`src/rtl/npc_pkg.sv`:
```
package npc_pkg;

    // Opcode values; the position and meaning of each is fixed by the instruction encoding.
    localparam logic [5:0] OP_ZCMP = 6'd1;  // compare A with zero, direction from rt
    localparam logic [5:0] OP_JMP  = 6'd2;
    localparam logic [5:0] OP_EQ   = 6'd4;
    localparam logic [5:0] OP_NE   = 6'd5;
    localparam logic [5:0] OP_LEZ  = 6'd6;
    localparam logic [5:0] OP_GTZ  = 6'd7;

    typedef enum logic [2:0] {
        CK_NONE,
        CK_EQ,
        CK_NE,
        CK_LEZ,
        CK_GTZ,
        CK_LTZ,
        CK_GEZ,
        CK_ALWAYS
    } cond_kind_e;

    function automatic cond_kind_e decode_cond(input logic [5:0] opc, input logic [4:0] rt);
        cond_kind_e k;
        k = CK_NONE;
        case (opc)
            OP_JMP:  k = CK_ALWAYS;
            OP_EQ:   k = CK_EQ;
            OP_NE:   k = CK_NE;
            OP_LEZ:  k = CK_LEZ;
            OP_GTZ:  k = CK_GTZ;
            OP_ZCMP: begin
                if (rt == 5'd0)      k = CK_LTZ;
                else if (rt == 5'd1) k = CK_GEZ;
                else                 k = CK_NONE;
            end
            default: k = CK_NONE;
        endcase
        return k;
    endfunction

endpackage

```
`src/rtl/npc_cond_eval.sv`:
```
module npc_cond_eval
    import npc_pkg::*;
#(
    parameter int XLEN = 32,
    parameter int OPC_W = 6,
    parameter int RT_W = 5
) (
    input  logic [OPC_W-1:0] opcode_i,
    input  logic [RT_W-1:0]  rt_sel_i,
    input  logic [XLEN-1:0]  opa_i,
    input  logic [XLEN-1:0]  opb_i,
    output logic             hit_o,
    output logic             jump_o
);

    cond_kind_e kind;
    logic       a_neg;
    logic       a_zero;
    logic       same;

    always_comb begin
        kind   = decode_cond(opcode_i, rt_sel_i);
        a_neg  = opa_i[XLEN-1];
        a_zero = (opa_i == '0);
        same   = (opa_i == opb_i);
        jump_o = (kind == CK_ALWAYS);
        case (kind)
            CK_ALWAYS: hit_o = 1'b1;
            CK_EQ:     hit_o = same;
            CK_NE:     hit_o = !same;
            CK_LEZ:    hit_o = a_neg || a_zero;
            CK_GTZ:    hit_o = !a_neg && !a_zero;
            CK_LTZ:    hit_o = a_neg;
            CK_GEZ:    hit_o = !a_neg;
            default:   hit_o = 1'b0;
        endcase
    end

endmodule

```
`src/rtl/npc_target_gen.sv`:
```
module npc_target_gen #(
    parameter int XLEN  = 32,
    parameter int OFF_W = 16,
    parameter int IDX_W = 26
) (
    input  logic [XLEN-1:0]  pc_i,
    input  logic [OFF_W-1:0] boff_i,
    input  logic [IDX_W-1:0] jidx_i,
    output logic [XLEN-1:0]  seq_o,
    output logic [XLEN-1:0]  br_o,
    output logic [XLEN-1:0]  jmp_o
);

    localparam int EXT_W  = XLEN - OFF_W - 2;
    localparam int KEEP_W = XLEN - IDX_W - 2;

    logic [XLEN-1:0] step;
    logic [XLEN-1:0] disp;
    logic [XLEN-1:0] seq_raw;
    logic [XLEN-1:0] br_raw;

    always_comb begin
        step    = XLEN'(4);
        disp    = {{EXT_W{boff_i[OFF_W-1]}}, boff_i, 2'b00};
        seq_raw = pc_i + step;
        br_raw  = seq_raw + disp;
        seq_o   = {seq_raw[XLEN-1:2], 2'b00};
        br_o    = {br_raw[XLEN-1:2], 2'b00};
    end

    generate
        if (KEEP_W > 0) begin : g_region
            assign jmp_o = {pc_i[XLEN-1 -: KEEP_W], jidx_i, 2'b00};
        end else begin : g_flat
            assign jmp_o = XLEN'({jidx_i, 2'b00});
        end
    endgenerate

endmodule

```
`src/rtl/npc_unit.sv`:
```
module npc_unit #(
    parameter int XLEN  = 32,
    parameter int OPC_W = 6,
    parameter int RT_W  = 5,
    parameter int OFF_W = 16,
    parameter int IDX_W = 26
) (
    input  logic             clk,
    input  logic             rst_n,
    input  logic [XLEN-1:0]  pc_i,
    input  logic [OPC_W-1:0] opcode_i,
    input  logic [RT_W-1:0]  rt_sel_i,
    input  logic [OFF_W-1:0] boff_i,
    input  logic [IDX_W-1:0] jidx_i,
    input  logic [XLEN-1:0]  opa_i,
    input  logic [XLEN-1:0]  opb_i,
    output logic [XLEN-1:0]  npc_o,
    output logic             taken_o
);

    typedef struct packed {
        logic [XLEN-1:0] addr;
        logic            taken;
    } npc_state_t;

    npc_state_t      st_d;
    npc_state_t      st_q;
    logic            hit;
    logic            is_jump;
    logic [XLEN-1:0] seq_pc;
    logic [XLEN-1:0] br_pc;
    logic [XLEN-1:0] jmp_pc;

    npc_cond_eval #(
        .XLEN (XLEN),
        .OPC_W(OPC_W),
        .RT_W (RT_W)
    ) u_cond (
        .opcode_i(opcode_i),
        .rt_sel_i(rt_sel_i),
        .opa_i   (opa_i),
        .opb_i   (opb_i),
        .hit_o   (hit),
        .jump_o  (is_jump)
    );

    npc_target_gen #(
        .XLEN (XLEN),
        .OFF_W(OFF_W),
        .IDX_W(IDX_W)
    ) u_tgt (
        .pc_i  (pc_i),
        .boff_i(boff_i),
        .jidx_i(jidx_i),
        .seq_o (seq_pc),
        .br_o  (br_pc),
        .jmp_o (jmp_pc)
    );

    always_comb begin
        st_d.taken = hit;
        if (is_jump)  st_d.addr = jmp_pc;
        else if (hit) st_d.addr = br_pc;
        else          st_d.addr = seq_pc;
    end

    always_ff @(posedge clk or negedge rst_n) begin
        if (!rst_n) st_q <= '0;
        else        st_q <= st_d;
    end

    assign npc_o   = st_q.addr;
    assign taken_o = st_q.taken;

endmodule

```
`config.mk`:
```
export PLATFORM = sky130hd
export DESIGN_NAME = npc_unit
export DESIGN_NICKNAME = d
export VERILOG_FILES = /design/src/rtl/npc_pkg.sv /design/src/rtl/npc_cond_eval.sv /design/src/rtl/npc_target_gen.sv /design/src/rtl/npc_unit.sv
export SDC_FILE = /design/constraint.sdc
export NUM_CORES = 1
export LEC_CHECK = 0
export BUFFER_PORTS_ARGS = -buffer_cell sky130_fd_sc_hd__buf_2
export CORE_AREA = 2 2 68 134
export CTS_BUF_LIST = sky130_fd_sc_hd__clkbuf_4 sky130_fd_sc_hd__clkbuf_8
export DETAILED_ROUTE_END_ITERATION = 10
export DIE_AREA = 0 0 70 136
export HOLD_SLACK_MARGIN = 0.06
export PLACE_DENSITY = 0.82
export SLEW_MARGIN = 15
export SYNTH_ARGS = -nofsm -noshare
export SYNTH_HDL_FRONTEND = slang
export SYNTH_SLANG_ARGS = --single-unit
```
`constraint.sdc`:
```
create_clock -name clk -period 0.8 [get_ports clk]
set_input_delay 0.08 -clock clk [delete_from_list [all_inputs] [get_ports clk]]
set_output_delay 0.08 -clock clk [all_outputs]
set_load 0.02 [all_outputs]
```
==> results_tabular.tex, run 1 <==
\begin{tabular}{lr}
\hline
Metric & Value \\
\hline
\multicolumn{2}{l}{\textbf{Run status}} \\
Run status & stopped before the end \\
Last stage reached & 5\_1\_grt \\
Error Message & [ERROR GRT-0116] Global routing finished with congestion. Check the congestion regions in the DRC Viewer. \\
\multicolumn{2}{l}{\textbf{Floorplan}} \\
Initial cell density of the core & 48.3\% \\
Vertical extent of the die & 136 µm \\
Boundary pin count & 184 \\
Row count & 48 \\
Die width & 70 µm \\
\multicolumn{2}{l}{\textbf{Global route}} \\
Vias in the first global route & 8950 \\
Congestion Overflow GR & 150 \\
Global-route wire length before repair & 52.4 mm \\
Global Route Usage Sum & 71.6\% \\
Maximum number of pins on one net before global-route repair & 32 \\
\multicolumn{2}{l}{\textbf{Synth}} \\
Cell area after technology mapping & 4120 µm² \\
Compound-gate portion of the synthesized area & 22.6\% \\
Post-synthesis share of cell area spent on full adders, half adders and majority gates & 11.7\% \\
Area share of xor/xnor cells in the synthesized design & 18.1\% \\
Synthesized instance count & 525 \\
Yosys cell types & 56 \\
Dominant combinational cell family by area after synthesis & simple AND/OR/NAND/NOR gates \\
Flop and latch count out of synthesis & 31 \\
Seq/Total Area, Yosys & 18.8\% \\
Count of flip-flops with a built-in enable after synthesis & 0 \\
Post-synthesis mux area share & 2.19\% \\
Commonest register cell after synthesis & dfrtp\_1 \\
Synthesized area per cell & 7.85 µm² \\
FFs w/ async S/R, synth & 100\% \\
Simple-gate share of the synthesized area & 23.4\% \\
Number of synthesis warnings & 0 \\
\multicolumn{2}{l}{\textbf{Clock tree}} \\
Clock buffers created by TritonCTS & 5 \\
Maximum clock path buffer count & 2 \\
Count of clock tree sinks & 31 \\
H-tree depth & 2 \\
Root Buffer Master & clkbuf\_8 \\
\multicolumn{2}{l}{\textbf{Place}} \\
Placer Congestion & 1.07 \\
Detailed Place HPWL & 14.7 mm \\
Number of port buffers & 179 \\
\hline
\end{tabular}
## routing by layer
| metal | overflow | track usage (%) |
|---|---|---|
| met1 | 0 | 65.1 |
| met2 | 94 | 101 |
| met3 | 1 | 40.3 |
| met4 | 55 | 86.9 |
| met5 | 0 | 1.11 |
## cells in the mapped netlist, drive strengths merged (2+ instances only)
cell type / count / share of area, %
a2111oi: 2 / 0.46
o21bai: 3 / 0.55
and4: 5 / 1.1
nand3: 16 / 1.9
nor2b: 4 / 0.61
a311oi: 2 / 0.43
o41ai: 2 / 1.1
nand2: 52 / 4.7
ha: 37 / 11
nand4: 25 / 3.8
clkbuf: 13 / 1.2
nor3: 8 / 0.97
nor4: 11 / 1.7
and3: 12 / 1.8
o211ai: 10 / 1.9
a221oi: 3 / 0.79
o21ai: 37 / 4.5
nor2: 39 / 3.6
dfrtp: 31 / 19
a21o: 16 / 2.9
or3: 3 / 0.46
nand3b: 2 / 0.36
a31oi: 4 / 0.61
a21oi: 50 / 6.1
a211o: 3 / 0.64
xor2: 15 / 3.2
o21a: 3 / 0.55
xnor2: 70 / 15
o32ai: 2 / 0.61
inv: 7 / 0.64
mux2i: 9 / 2.2
buf: 7 / 1.2
nand2b: 7 / 1.1
## metrics by stage
step                      util [%]  worst slack (ps)  cells  hold WS [ps]  cell area (µm²)
after floorplan                  -             -2220    526          -216             4420
after global placement        77.2             -2470    950          47.9             6580
after detailed placement      77.2             -2620    950          53.4             6580
after CTS                     96.3             -2050   1030          64.0             8210
## kinds of logic after synthesis
family          Yosys count
buf+inv                  27
other cells               1
simple gates            190
xor+xnor                 85
mux                       9
flops                    31
compound gates          144
fa+ha+maj                38
## what timing repair did
action,in CTS
hold endpoints to repair,55
pin swaps,88
setup endpoints to repair,62
gates resized for setup,195
setup buffers,61
hold buffers,25
gates cloned,1
==> run 2, diff against run 1 <==
--- a/config.mk
+++ b/config.mk
@@ -6,12 +6,10 @@
 export NUM_CORES = 1
 export LEC_CHECK = 0
 export BUFFER_PORTS_ARGS = -buffer_cell sky130_fd_sc_hd__buf_2
-export CORE_AREA = 2 2 68 134
-export CTS_BUF_LIST = sky130_fd_sc_hd__clkbuf_4 sky130_fd_sc_hd__clkbuf_8
+export CORE_AREA = 2 2 112 114
 export DETAILED_ROUTE_END_ITERATION = 10
-export DIE_AREA = 0 0 70 136
-export HOLD_SLACK_MARGIN = 0.06
-export PLACE_DENSITY = 0.82
+export DIE_AREA = 0 0 114 116
+export PLACE_DENSITY_LB_ADDON = 0.15
 export SLEW_MARGIN = 15
 export SYNTH_ARGS = -nofsm -noshare
 export SYNTH_HDL_FRONTEND = slang
==> run 2 against run 1 <==
Effect of this change:
- synthesized cell count did not move
- the flow now finishes, with violations (negative setup slack)
- synthesized area did not move
==> results_tabular.tex, run 2 <==
\begin{tabular}{lr}
\hline
Metric & Value \\
\hline
\multicolumn{2}{l}{\textbf{Synth}} \\
Area share of the leading cell type in the synthesized netlist & 18.8\% \\
Commonest register cell after synthesis & dfrtp\_1 \\
Count of flip-flops with a built-in enable after synthesis & 0 \\
Synthesized instance count & 525 \\
Cell area after technology mapping & 4120 µm² \\
Most common cell in the netlist & xnor2\_1 \\
Synthesized area per cell & 7.85 µm² \\
List of most frequent post-synthesis cells & xnor2\_1 (70), nand2\_1 (52), a21oi\_1 (50) \\
Top cell type by total area after synthesis & dfrtp\_1 \\
Flop and latch count out of synthesis & 31 \\
Top post-synthesis cells by area & dfrtp\_1 (19\%), xnor2\_1 (15\%), ha\_1 (11\%) \\
Seq/Total Area, Yosys & 18.8\% \\
FFs w/ async S/R, synth & 100\% \\
Number of synthesis warnings & 0 \\
Yosys cell types & 56 \\
\multicolumn{2}{l}{\textbf{Place}} \\
Detailed Place HPWL & 12.9 mm \\
Number of port buffers & 179 \\
Placed cell areas & 6670 µm² \\
Placer Congestion & 0.929 \\
\# placed instances & 999 \\
\multicolumn{2}{l}{\textbf{Min path}} \\
Path class of the lowest-slack min-delay path & in -> reg \\
Hold Path End & npc\_o[3] \\
Hold Path Cell Cnt & 3 \\
Worst hold start & jidx\_i[1] \\
\multicolumn{2}{l}{\textbf{Detailed routing}} \\
Routed wire length & 17.6 mm \\
Remaining design rule violation count & 0 \\
DRT antenna net count & 0 \\
Number of vias per cell & 5.28 \\
Routed wire per std cell & 16.9 µm \\
Via count & 5495 \\
Number of optimization iterations in the first detailed-route pass & 5 \\
Iteration-0 DRC Markers & 211 \\
\multicolumn{2}{l}{\textbf{Worst setup path}} \\
Max incr delay on CP & 310 ps \\
Sum of buffers and inverters on the critical path & 1 \\
Required time of the critical path & 1000 ps \\
Critical Path Most Common Cell & nand4\_1 \\
Highest fanout seen on the critical path & 4 \\
Signal arrival time at the worst endpoint & 3140 ps \\
Path type of the worst setup path & in -> reg \\
Kind of capture point of the worst setup path & register \\
Dominant delay contributor by cell family on the critical path & compound AO/OA/AOI/OAI gates \\
Sequence of cells on the critical path & buf\_6, nand4\_1, nor2\_4, and4\_4, and3\_4, nand4\_1, xnor2\_2, ha\_1, a21o\_1, a211o\_1, a41oi\_2, o32ai\_2, nor2b\_4, a221oi\_4, o21ai\_2, xnor2\_1, o211ai\_1 \\
Critical path startpoint category & primary input \\
CP max stage cell & ha\_1 \\
\multicolumn{2}{l}{\textbf{Layout}} \\
Most common cell after layout, fill and taps aside & buf\_4 \\
Final nets & 1083 \\
Most used cells in the layout excluding fill and tap cells & buf\_4 (176), buf\_2 (140), xnor2\_1 (56), buf\_6 (54), nand2\_1 (43) \\
Final cell count without fillers & 1041 \\
Layout Cell Area excl Fill & 8030 µm² \\
Diode count & 0 \\
Number of flip-flops in the largest register & 30 \\
Growth of design area from synthesis to finish & 94.9\% \\
Final core occ & 67.4\% \\
Share of final-layout standard cells stronger than drive strength 1 & 57.7\% \\
\multicolumn{2}{l}{\textbf{Floorplan}} \\
Row count & 40 \\
Die width & 114 µm \\
Vertical extent of the die & 116 µm \\
Floorplan core area & 11900 µm² \\
Initial cell density of the core & 34.6\% \\
Total die area & 13200 µm² \\
Boundary pin count & 184 \\
\multicolumn{2}{l}{\textbf{Global route}} \\
Vias in the first global route & 5660 \\
Met1 layer usage reported by global route & 30.5\% \\
Number of antenna violations at the first check in global routing & 1 \\
Met2 Track Usage GR & 48.3\% \\
Global Route Usage Sum & 25.9\% \\
Met3 Use GR & 4.86\% \\
Global-route wire length before repair & 27.2 mm \\
Maximum number of pins on one net before global-route repair & 32 \\
Congestion Overflow GR & 0 \\
Busiest grt layer & met2 \\
\multicolumn{2}{l}{\textbf{Run status}} \\
Failing checks & negative setup slack \\
Run status & finished, violations left \\
\multicolumn{2}{l}{\textbf{Pwr}} \\
Total power consumption of the routed design & 0.00892 W \\
Standby leakage power & 3.71 nW \\
Maximum vdd ir drop & 747 µV \\
Power density over the cells & 1110 nW/µm² \\
\multicolumn{2}{l}{\textbf{Clock tree}} \\
Root Buffer Master & clkbuf\_16 \\
Clock buffers created by TritonCTS & 5 \\
Clock input transition at the sequential cells of the worst setup and hold paths & 60 ps \\
H-tree depth & 2 \\
CTS tree & done \\
Count of clock tree sinks & 31 \\
Maximum clock path buffer count & 2 \\
\multicolumn{2}{l}{\textbf{STA}} \\
Fraction of the cycle the final worst path needs & 367\% \\
Final setup vio count & 62 \\
Tmin final & 2940 ps \\
Count of pins over their slew limit & 0 \\
Worst hold margin & 3.67 ps \\
Worst setup slack after layout & -2140 ps \\
Timing-limited maximum frequency & 0.341 GHz \\
Unrepaired setup endpoints after global routing & true \\
Count of endpoints failing hold in the final timing report & 0 \\
\multicolumn{2}{l}{\textbf{Flow run}} \\
Number of max-cap violations & 0 \\
\hline
\end{tabular}
[run 2: cell counts after synthesis]
Identical to the previous run, type by type.
[run 2: worst min-delay path: cells and delay by family]
family | cells | cell delay (ps)
buf+inv | 1 | 80
compound gates | 1 | 60
simple gates | 1 | 40
[run 2: final cells by class]
type	instances	area, µm²
multi-input cells	468	4070
fillers	959	3880
repair buffers	381	2830
flip-flops and latches	31	776
well taps	147	184
clock buffers	6	139
inverters	7	26.3
clock inverters	1	5.00
[run 2: per-stage QoR]
step / setup TNS [ps] / setup WS [ps]
final: -54620 / -2140
after global routing: -58930 / -2270
after CTS: -53830 / -2110
after detailed placement: -62880 / -2600
after global placement: -61680 / -2450
after floorplan: -50390 / -2220
[run 2: metal layers]
layer	vias to the layer above	share of wire (%)
li1	2663	-
met1	2587	41
met2	212	51
met3	33	6.2
met4	0	2.4
met5	-	0
[run 2: where the power goes]
part           leakage, nW  internal [W]  switching [W]
clock               0.0727       0.00122       0.000761
sequential           0.362       0.00172      0.0000744
combinational         3.27       0.00274        0.00241
[run 2: logic make-up after synthesis]
family                     after synthesis  synth area share, %
AOI/OAI and AO/OA                      144                 22.6
xor gates and xnor gates                85                 18.1
adders and majority gates               38                 11.7
buffers and inverters                   27                 3.07
DFF                                     31                 18.8
muxes                                    9                 2.19
other                                    1               0.0910
and+or+nand+nor                        190                 23.4
[run 2: timing repair]
action | in CTS | in global routing
hold endpoints to repair | 32 | 0
hold buffers | 2 | 0
setup endpoints to repair | 62 | 62
pin swaps | 66 | 45
gates resized for setup | 167 | 50
buffers inserted | 24 | 13
gates cloned | 3 | 0
[run 2: worst max path at each step]
stage                     startpoint  slack [ps]        end  depth (start not counted)
after detailed placement     pc_i[8]       -2600  npc_o[31]                         17
after global placement       pc_i[8]       -2450  npc_o[29]                         16
final                        pc_i[8]       -2140  npc_o[29]                         17
after global routing         pc_i[8]       -2270  npc_o[29]                         17
after CTS                    pc_i[7]       -2110  npc_o[29]                         17
after floorplan              pc_i[8]       -2220  npc_o[29]                         17
No activity file was read; power rests on OpenSTA's default activity.
